<file path="config.mk">
export PLATFORM = sky130hd
export DESIGN_NAME = addr_monitor_wait
export DESIGN_NICKNAME = d
export VERILOG_FILES = /design/src/rtl/addr_monitor_wait.sv
export SDC_FILE = /design/constraint.sdc
export NUM_CORES = 1
export LEC_CHECK = 0
export CAP_MARGIN = 25
export CELL_PAD_IN_SITES_DETAIL_PLACEMENT = 1
export CELL_PAD_IN_SITES_GLOBAL_PLACEMENT = 1
export CORE_MARGIN = 1.5
export CORE_UTILIZATION = 40
export DETAILED_ROUTE_END_ITERATION = 8
export GPL_ROUTABILITY_DRIVEN = 0
export PLACE_DENSITY_LB_ADDON = 0.1
export SLEW_MARGIN = 20
export SYNTH_ARGS = -nofsm -noshare
export SYNTH_HDL_FRONTEND = slang
export SYNTH_SLANG_ARGS = --single-unit
</file>
<file path="constraint.sdc">
create_clock -name clk -period 7.6 [get_ports clk]
set_clock_uncertainty 0.1 [all_clocks]
set_input_delay 1.52 -clock clk [delete_from_list [all_inputs] [get_ports clk]]
set_output_delay 1.52 -clock clk [all_outputs]
set_load 0.005 [all_outputs]
</file>
<file path="src/rtl/addr_monitor_wait.sv">
module addr_monitor_wait #(
  parameter int ADDR_W    = 32,
  parameter int CAP_W     = 32,
  parameter int CAP_RESET = 100000,
  parameter int LIGHT_LAT = 2,
  parameter int DEEP_LAT  = 16
) (
  input  logic              clk,
  input  logic              rst_n,
  input  logic [63:0]       tsc,
  input  logic              arm_valid,
  input  logic [ADDR_W-1:0] arm_base,
  input  logic [ADDR_W-1:0] arm_size,
  input  logic              wait_valid,
  input  logic              wait_monitored,
  input  logic              wait_deep_hint,
  input  logic [31:0]       wait_dl_lo,
  input  logic [31:0]       wait_dl_hi,
  input  logic              snoop_valid,
  input  logic [ADDR_W-1:0] snoop_addr,
  input  logic              cap_we,
  input  logic [CAP_W-1:0]  cap_wdata,
  input  logic              deep_en_we,
  input  logic              deep_en_wdata,
  output logic              stall,
  output logic [1:0]        pwr_state,
  output logic [1:0]        wake_reason
);
  localparam int LAT_W = $clog2(DEEP_LAT + 1);

  typedef enum logic [1:0] {S_IDLE, S_SLEEP, S_EXIT} st_t;

  st_t               st;
  logic [ADDR_W-1:0] mon_base, mon_size;
  logic              armed, trig;
  logic [CAP_W-1:0]  cap;
  logic              deep_en;
  logic [63:0]       deadline;
  logic              dl_is_cap, use_mon, sleep_deep;
  logic [LAT_W-1:0]  lat_cnt;
  logic [1:0]        reason;

  wire in_range = snoop_valid && armed && (snoop_addr >= mon_base)
                  && ((snoop_addr - mon_base) < mon_size);
  wire [63:0] req_dl   = {wait_dl_hi, wait_dl_lo};
  wire [63:0] cap_dl   = tsc + {{(64-CAP_W){1'b0}}, cap};
  wire        cap_wins = cap_dl < req_dl;
  wire        issue    = wait_valid && (st == S_IDLE);
  wire        instant  = issue && wait_monitored && armed && trig;
  wire        hit_wake = (st == S_SLEEP) && use_mon && in_range;
  wire        tm_wake  = (st == S_SLEEP) && (tsc > deadline);
  wire [LAT_W-1:0] exit_lat = sleep_deep ? LAT_W'(DEEP_LAT - 1) : LAT_W'(LIGHT_LAT - 1);

  assign stall       = (st != S_IDLE);
  assign pwr_state   = !stall ? 2'b00 : (sleep_deep ? 2'b10 : 2'b01);
  assign wake_reason = reason;

  always_ff @(posedge clk) begin
    if (!rst_n) begin
      mon_base <= '0;
      mon_size <= '0;
      armed    <= 1'b0;
      trig     <= 1'b0;
      cap      <= CAP_W'(CAP_RESET);
      deep_en  <= 1'b1;
    end else begin
      if (cap_we)     cap     <= cap_wdata;
      if (deep_en_we) deep_en <= deep_en_wdata;
      if (arm_valid) begin
        mon_base <= arm_base;
        mon_size <= arm_size;
        armed    <= 1'b1;
        trig     <= 1'b0;
      end else if (instant) begin
        trig <= 1'b0;
      end else if (st == S_IDLE && in_range) begin
        trig <= 1'b1;
      end
    end
  end

  always_ff @(posedge clk) begin
    if (!rst_n) begin
      st         <= S_IDLE;
      deadline   <= '0;
      dl_is_cap  <= 1'b0;
      use_mon    <= 1'b0;
      sleep_deep <= 1'b0;
      lat_cnt    <= '0;
      reason     <= 2'b00;
    end else begin
      case (st)
        S_IDLE: if (issue) begin
          if (instant) begin
            reason <= 2'b01;
          end else begin
            reason     <= 2'b00;
            st         <= S_SLEEP;
            deadline   <= cap_wins ? cap_dl : req_dl;
            dl_is_cap  <= cap_wins;
            use_mon    <= wait_monitored && armed;
            sleep_deep <= wait_deep_hint && deep_en;
          end
        end
        S_SLEEP: if (hit_wake || tm_wake) begin
          reason  <= hit_wake ? 2'b01 : (dl_is_cap ? 2'b11 : 2'b10);
          st      <= S_EXIT;
          lat_cnt <= exit_lat;
        end
        S_EXIT: begin
          if (lat_cnt == '0) st <= S_IDLE;
          else               lat_cnt <= lat_cnt - 1'b1;
        end
        default: st <= S_IDLE;
      endcase
    end
  end
endmodule


</file>
### Word level (Yosys, flattened, before mapping)

Cells that the tools add are included.

| storage, ports and cells | value |
|---|---|
| word-level logic and storage cells | 71 |
| bits in registers | 175 |

| cells by class | value |
|---|---|
| equality and inequality tests | 7 |
| multiplexer cells | 18 |
| add/subtract/negate cells | 3 |
| order comparisons | 4 |
| bitwise gates (word level) | 2 |
| reduce and logical (&&, ||, !) cells | 24 |

Operators with widths:

| cell | number |
|---|---|
| adder 64 x 32 -> 64 bit | 1 |
| > comparator 64 bit | 1 |
| < comparator 64 bit | 1 |
| two-way mux 64 bit | 1 |
| greater-or-equal comparator 32 bit | 1 |
| < comparator 32 bit | 1 |
| subtractor 32 bit | 1 |
| two-way mux 2 bit | 9 |
| logical AND 1 bit | 13 |
| two-way mux 5 bit | 2 |
| case mux 5 bit (2 select lines) | 1 |
| AND reduction 3 bit | 3 |
| != test 2 bit (second input constant) | 4 |
| case mux 2 bit (3 select lines) | 1 |
| nonzero test 2 bit | 3 |
| logical NOT 5 bit | 1 |
| subtractor 5 x 1 -> 5 bit (second input constant) | 1 |
| two-way mux 4 bit | 1 |
| case mux 2 bit (2 select lines) | 1 |
| AND reduction 4 bit | 1 |
| OR reduction 3 bit | 1 |
| equality test 2 x 1 -> 1 bit (second input constant) | 1 |
| equality test 2 bit (second input constant) | 1 |
| logical NOT 2 bit | 1 |
| 4 further kinds | 6 |

### Logic depth before layout (Yosys ltp)

| logic depth | value |
|---|---|
| word-level depth | 8 |
| depth in mapped cells | 24 |
| depth with buffers taken out | 23 |

### Worst setup path before layout

Ideal clock, no wire load.

| timing | value |
|---|---|
| kind | input to register |
| from | in tsc[0] |
| to | reg deadline[48] |
| slack | 1.505 ns |
| data required time | 7.372 ns |
| data arrival time | 5.867 ns |
| setup time | 0.128 ns |
| path buffers | 3 |
| cell stages on the path | 23 |
| cell sequence | ha_1 -> inv_1 -> fa_1 -> nand2b_1 -> a21oi_1 -> o21ai_0 -> o211ai_1 -> a41oi_1 -> o31a_1 -> buf_2 -> nor4_2 -> xor2_1 -> ha_1 -> a21o_1 -> a21oi_1 -> o22ai_1 -> a2111oi_0 -> o21a_1 -> clkbuf_1 -> clkbuf_1 -> nor3_1 -> a221oi_1 -> nor2_1 |

| between the ends | value |
|---|---|
| longest elaborated chain between the ends | 3 |

RTL lines:

| what | line | RTL |
|---|---|---|
| start, declared | 10 | `input logic [63:0] tsc,` |
| adder 64 x 32 -> 64 bit (*) | 46 | `wire [63:0] cap_dl = tsc + {{(64-CAP_W){1'b0}}, cap};` |
| < comparator 64 bit | 47 | `wire cap_wins = cap_dl < req_dl;` |
| two-way mux 64 bit (*) | 99 | `deadline <= cap_wins ? cap_dl : req_dl;` |
| end signal, assigned | 99 |  |
| end, declared | 38 | `logic [63:0] deadline;` |

Every way passes the cells marked *; elsewhere a longest branch is shown, timed or not.
A chain may end at the register's enable or synchronous reset.

### Final worst setup path

| timing | value |
|---|---|
| from | in tsc[0] |
| to | reg deadline[33] |

The elaborated chain is that of the path after synthesis.

==> impl_results.md <==
* Mapped Cells at 1,854
* PD cells at 177 nW/um^2
* Top cell type's share of synthesized area at 0.239
* Hold endpoint: sleep_deep
* Final Hold Slack at 377 ps
* Tightest Pin Transition at 1020 ps
* Fillers at 4,350
* Hpwl dp at 38.9 mm
* Yosys Warn Count at 0
* Async SR Flop Fraction at 0
* Overall power at ~3.3 mW
* Max VDD drop at 172 uV
* Area Overhead vs Synth at 26.9%
* DR vias at 14,300
* Hold WC Path Type: reg2reg
* Total die area at 37,800 um^2
* Most common cell in the synthesized netlist: ha_1
* Hold path depth at 2
* Pin count of the biggest net entering global routing at 97
* CP Launch Type: primary input
* Syn nets at 2,346
* Crit-path max FO at 27
* Drt pass-1 iters at 5
* Routed Antenna Nets at 0
* Crit Reg-Reg Startpoint: cap[0]
* Post-synthesis sequential area ratio at 0.239
* Min-Delay Startpoint: deep_en
* Number of buffers created by CTS at 17
* Row cnt at 69
* Vias in the first global route at between 10,000 and 15,000
* Total track usage at 0.258
* Combinational family with the most area after synthesis: compound AO/OA/AOI/OAI gates
* EDFF count, synth at 0
* Initial DRC count at 524
* Max_slew headroom at 0.321
* Layout Cells excl Fill at between 2,000 and 3,000
* Pins Over Slew Limit at 0
* Longest Clk Path Bufs at 2
* Share of cells above drive strength 1 at 0.0345
* Root Buffer: clkbuf_16
* Clock Sinks at between 150 and 200
* Synth Cell Area at 14,700 um^2
* CTS tree: built
* Via/cell ratio at about 5.6
* Post-CTS Resized at 0
* Post-Route WL at 49.4 mm
* DP Worst Slack at slightly below 40 ps
* Cell accounting for the most synthesized area: dfxtp_1
* Worst Setup End Kind: register
* Post-route setup TNS at 0 ps
* Cts hold-fix bufs at 0
* Status: finished, final reports clean
* PnR worst setup slack at 375 ps
* Global-route wire length before repair at 78.1 mm
* Distinct cells, synth at 67
* Clock transition at the registers of the reported paths at approximately 70 ps
* Static leakage at 8.25 nW
* Core Area at 35,800 um^2
* DRC at 0
* Setup bufs post-CTS at 0
* Initial antenna violation count at 1
* Minimum clock period at approximately 7200 ps
* Post-synth top cells: ha_1, inv_1, nor2_1
* Flop2flop setup slack at 1580 ps
* Kind of critical path: in2reg
* PortBufs at 270
* Placed cells at 2,540
* Layout Nets at 2,592
* Adder-cell share of the synthesized area at 0.194
* Final hold vios at 0
* Fmax at between 100 and 150 MHz
* Compound-cell area share of the yosys netlist at 0.194
* Total grt overflow at 0
* Post-synthesis register bit count at 175
* H-tree depth at 4
* Final setup vio count at 0
* R2r endpoint: deadline[33]
* Top FF cell, synth: dfxtp_1
* RSZ-0062 raised after global routing: no
* Initial Util at 0.410
* Worst Path Required at 7800 ps
* Die W at 195 um
* XOR/XNOR Fraction of Synth Area at 0.0531
* Critical path arrival at 7420 ps
* Mux cell area share after synthesis at 0.0832
* Per-cell routed wire length at 19.2 um
* Simple-Gate Fraction of Synth Area at 0.163
* Synth top area cells: dfxtp_1, ha_1, mux2i_1, inv_1, a21oi_1
* Reg2reg path depth at 22
* I/O pin cnt at 271
* Worst-Skew Late Latency at 450 ps
* Die height at 195 um
* Syn_area_per_cell at 7.92 um^2
* Max-cap violations at 0
* Tcrit/Tclk final at 0.951
## cells in the final DEF (no fill, tap or decap), types with 40 or more instances in the layout
| cell | netlist | final |
|---|---|---|
| clkdlybuf4s50_1 | 0 | 268 |
| ha_1 | 224 | 224 |
| dfxtp_1 | 175 | 175 |
| inv_1 | 222 | 221 |
| mux2i_1 | 122 | 122 |
| a21oi_1 | 143 | 143 |
| nor2_1 | 190 | 190 |
| a21o_1 | 56 | 56 |
| o21ai_0 | 73 | 72 |
| nand2_1 | 128 | 127 |
| xor2_1 | 40 | 40 |
| xnor2_1 | 49 | 49 |
## metrics by stage
| stage | area [um^2] | util |
|---|---|---|
| after floorplan | 14700 | - |
| after global placement | 17900 | 0.500 |
| after detailed placement | 17900 | 0.501 |
| after CTS | 18600 | 0.519 |
| after global routing | 18600 | 0.520 |
| final | 18600 | 0.520 |
## state kept, by name (all words and copies together), names as in the netlist
signal,cells
deadline,64
cap,32
mon_base,32
mon_size,32
lat_cnt,5
st,2
wake_reason,2
armed,1
deep_en,1
dl_is_cap,1
sleep_deep,1
trig,1
use_mon,1
## area by class of cell
cell class	count	area, um^2	share of cell area
diodes	1	2.50	0.000134
clock buffers	19	433	0.0232
clock inverters	13	218	0.0117
inverters	222	836	0.0449
multi-input cells	1393	10100	0.543
flip-flops and latches	175	3500	0.188
well taps	461	577	0.0310
repair buffers	291	2950	0.159
## how the worst max path moves through the flow
stage,start,to,slack (ps)
after detailed placement,tsc[0],deadline[39],40
final,tsc[0],deadline[33],370
after global placement,tsc[0],deadline[39],200
after CTS,tsc[0],deadline[39],490
after floorplan,tsc[0],deadline[48],1510
after global routing,tsc[0],deadline[33],50
## power breakdown
part	internal [mW]	switching, mW
combinational	0.557	0.667
sequential	0.994	0.0441
clock	0.613	0.415
total	2.16	1.13
## worst max-delay path, cell delays in order
cell             delay (ps)
clkdlybuf4s50_1         490
ha_1                    200
inv_1                    70
fa_1                    410
nand2b_1                180
a21oi_1                 180
o21ai_0                 310
o211ai_1                310
a41oi_1                 240
o31a_1                  630
nor4_1                  450
xor2_1                  140
ha_1                    330
nand4_1                 170
nor4_1                  590
a2111oi_0               220
buf_4                   190
o21ai_2                  90
buf_12                  220
nor2_1                   70
buf_4                   170
nand2_1                  60
o311ai_0                130
## layer usage
layer,part of all wire,routed length (um),GRT usage
met1,0.46,22600,0.332
met2,0.48,23800,0.444
met3,0.038,1860,0.0363
met4,0.023,1160,0.0804
met5,0,0,0
## logic make-up after synthesis
family	count (synthesis)
AOI/OAI and AO/OA	439
xor gates and xnor gates	89
adders and majority gates	226
buffers and inverters	286
DFF	175
muxes	122
and+or+nand+nor	517
Power figures use the tool's default switching activity.
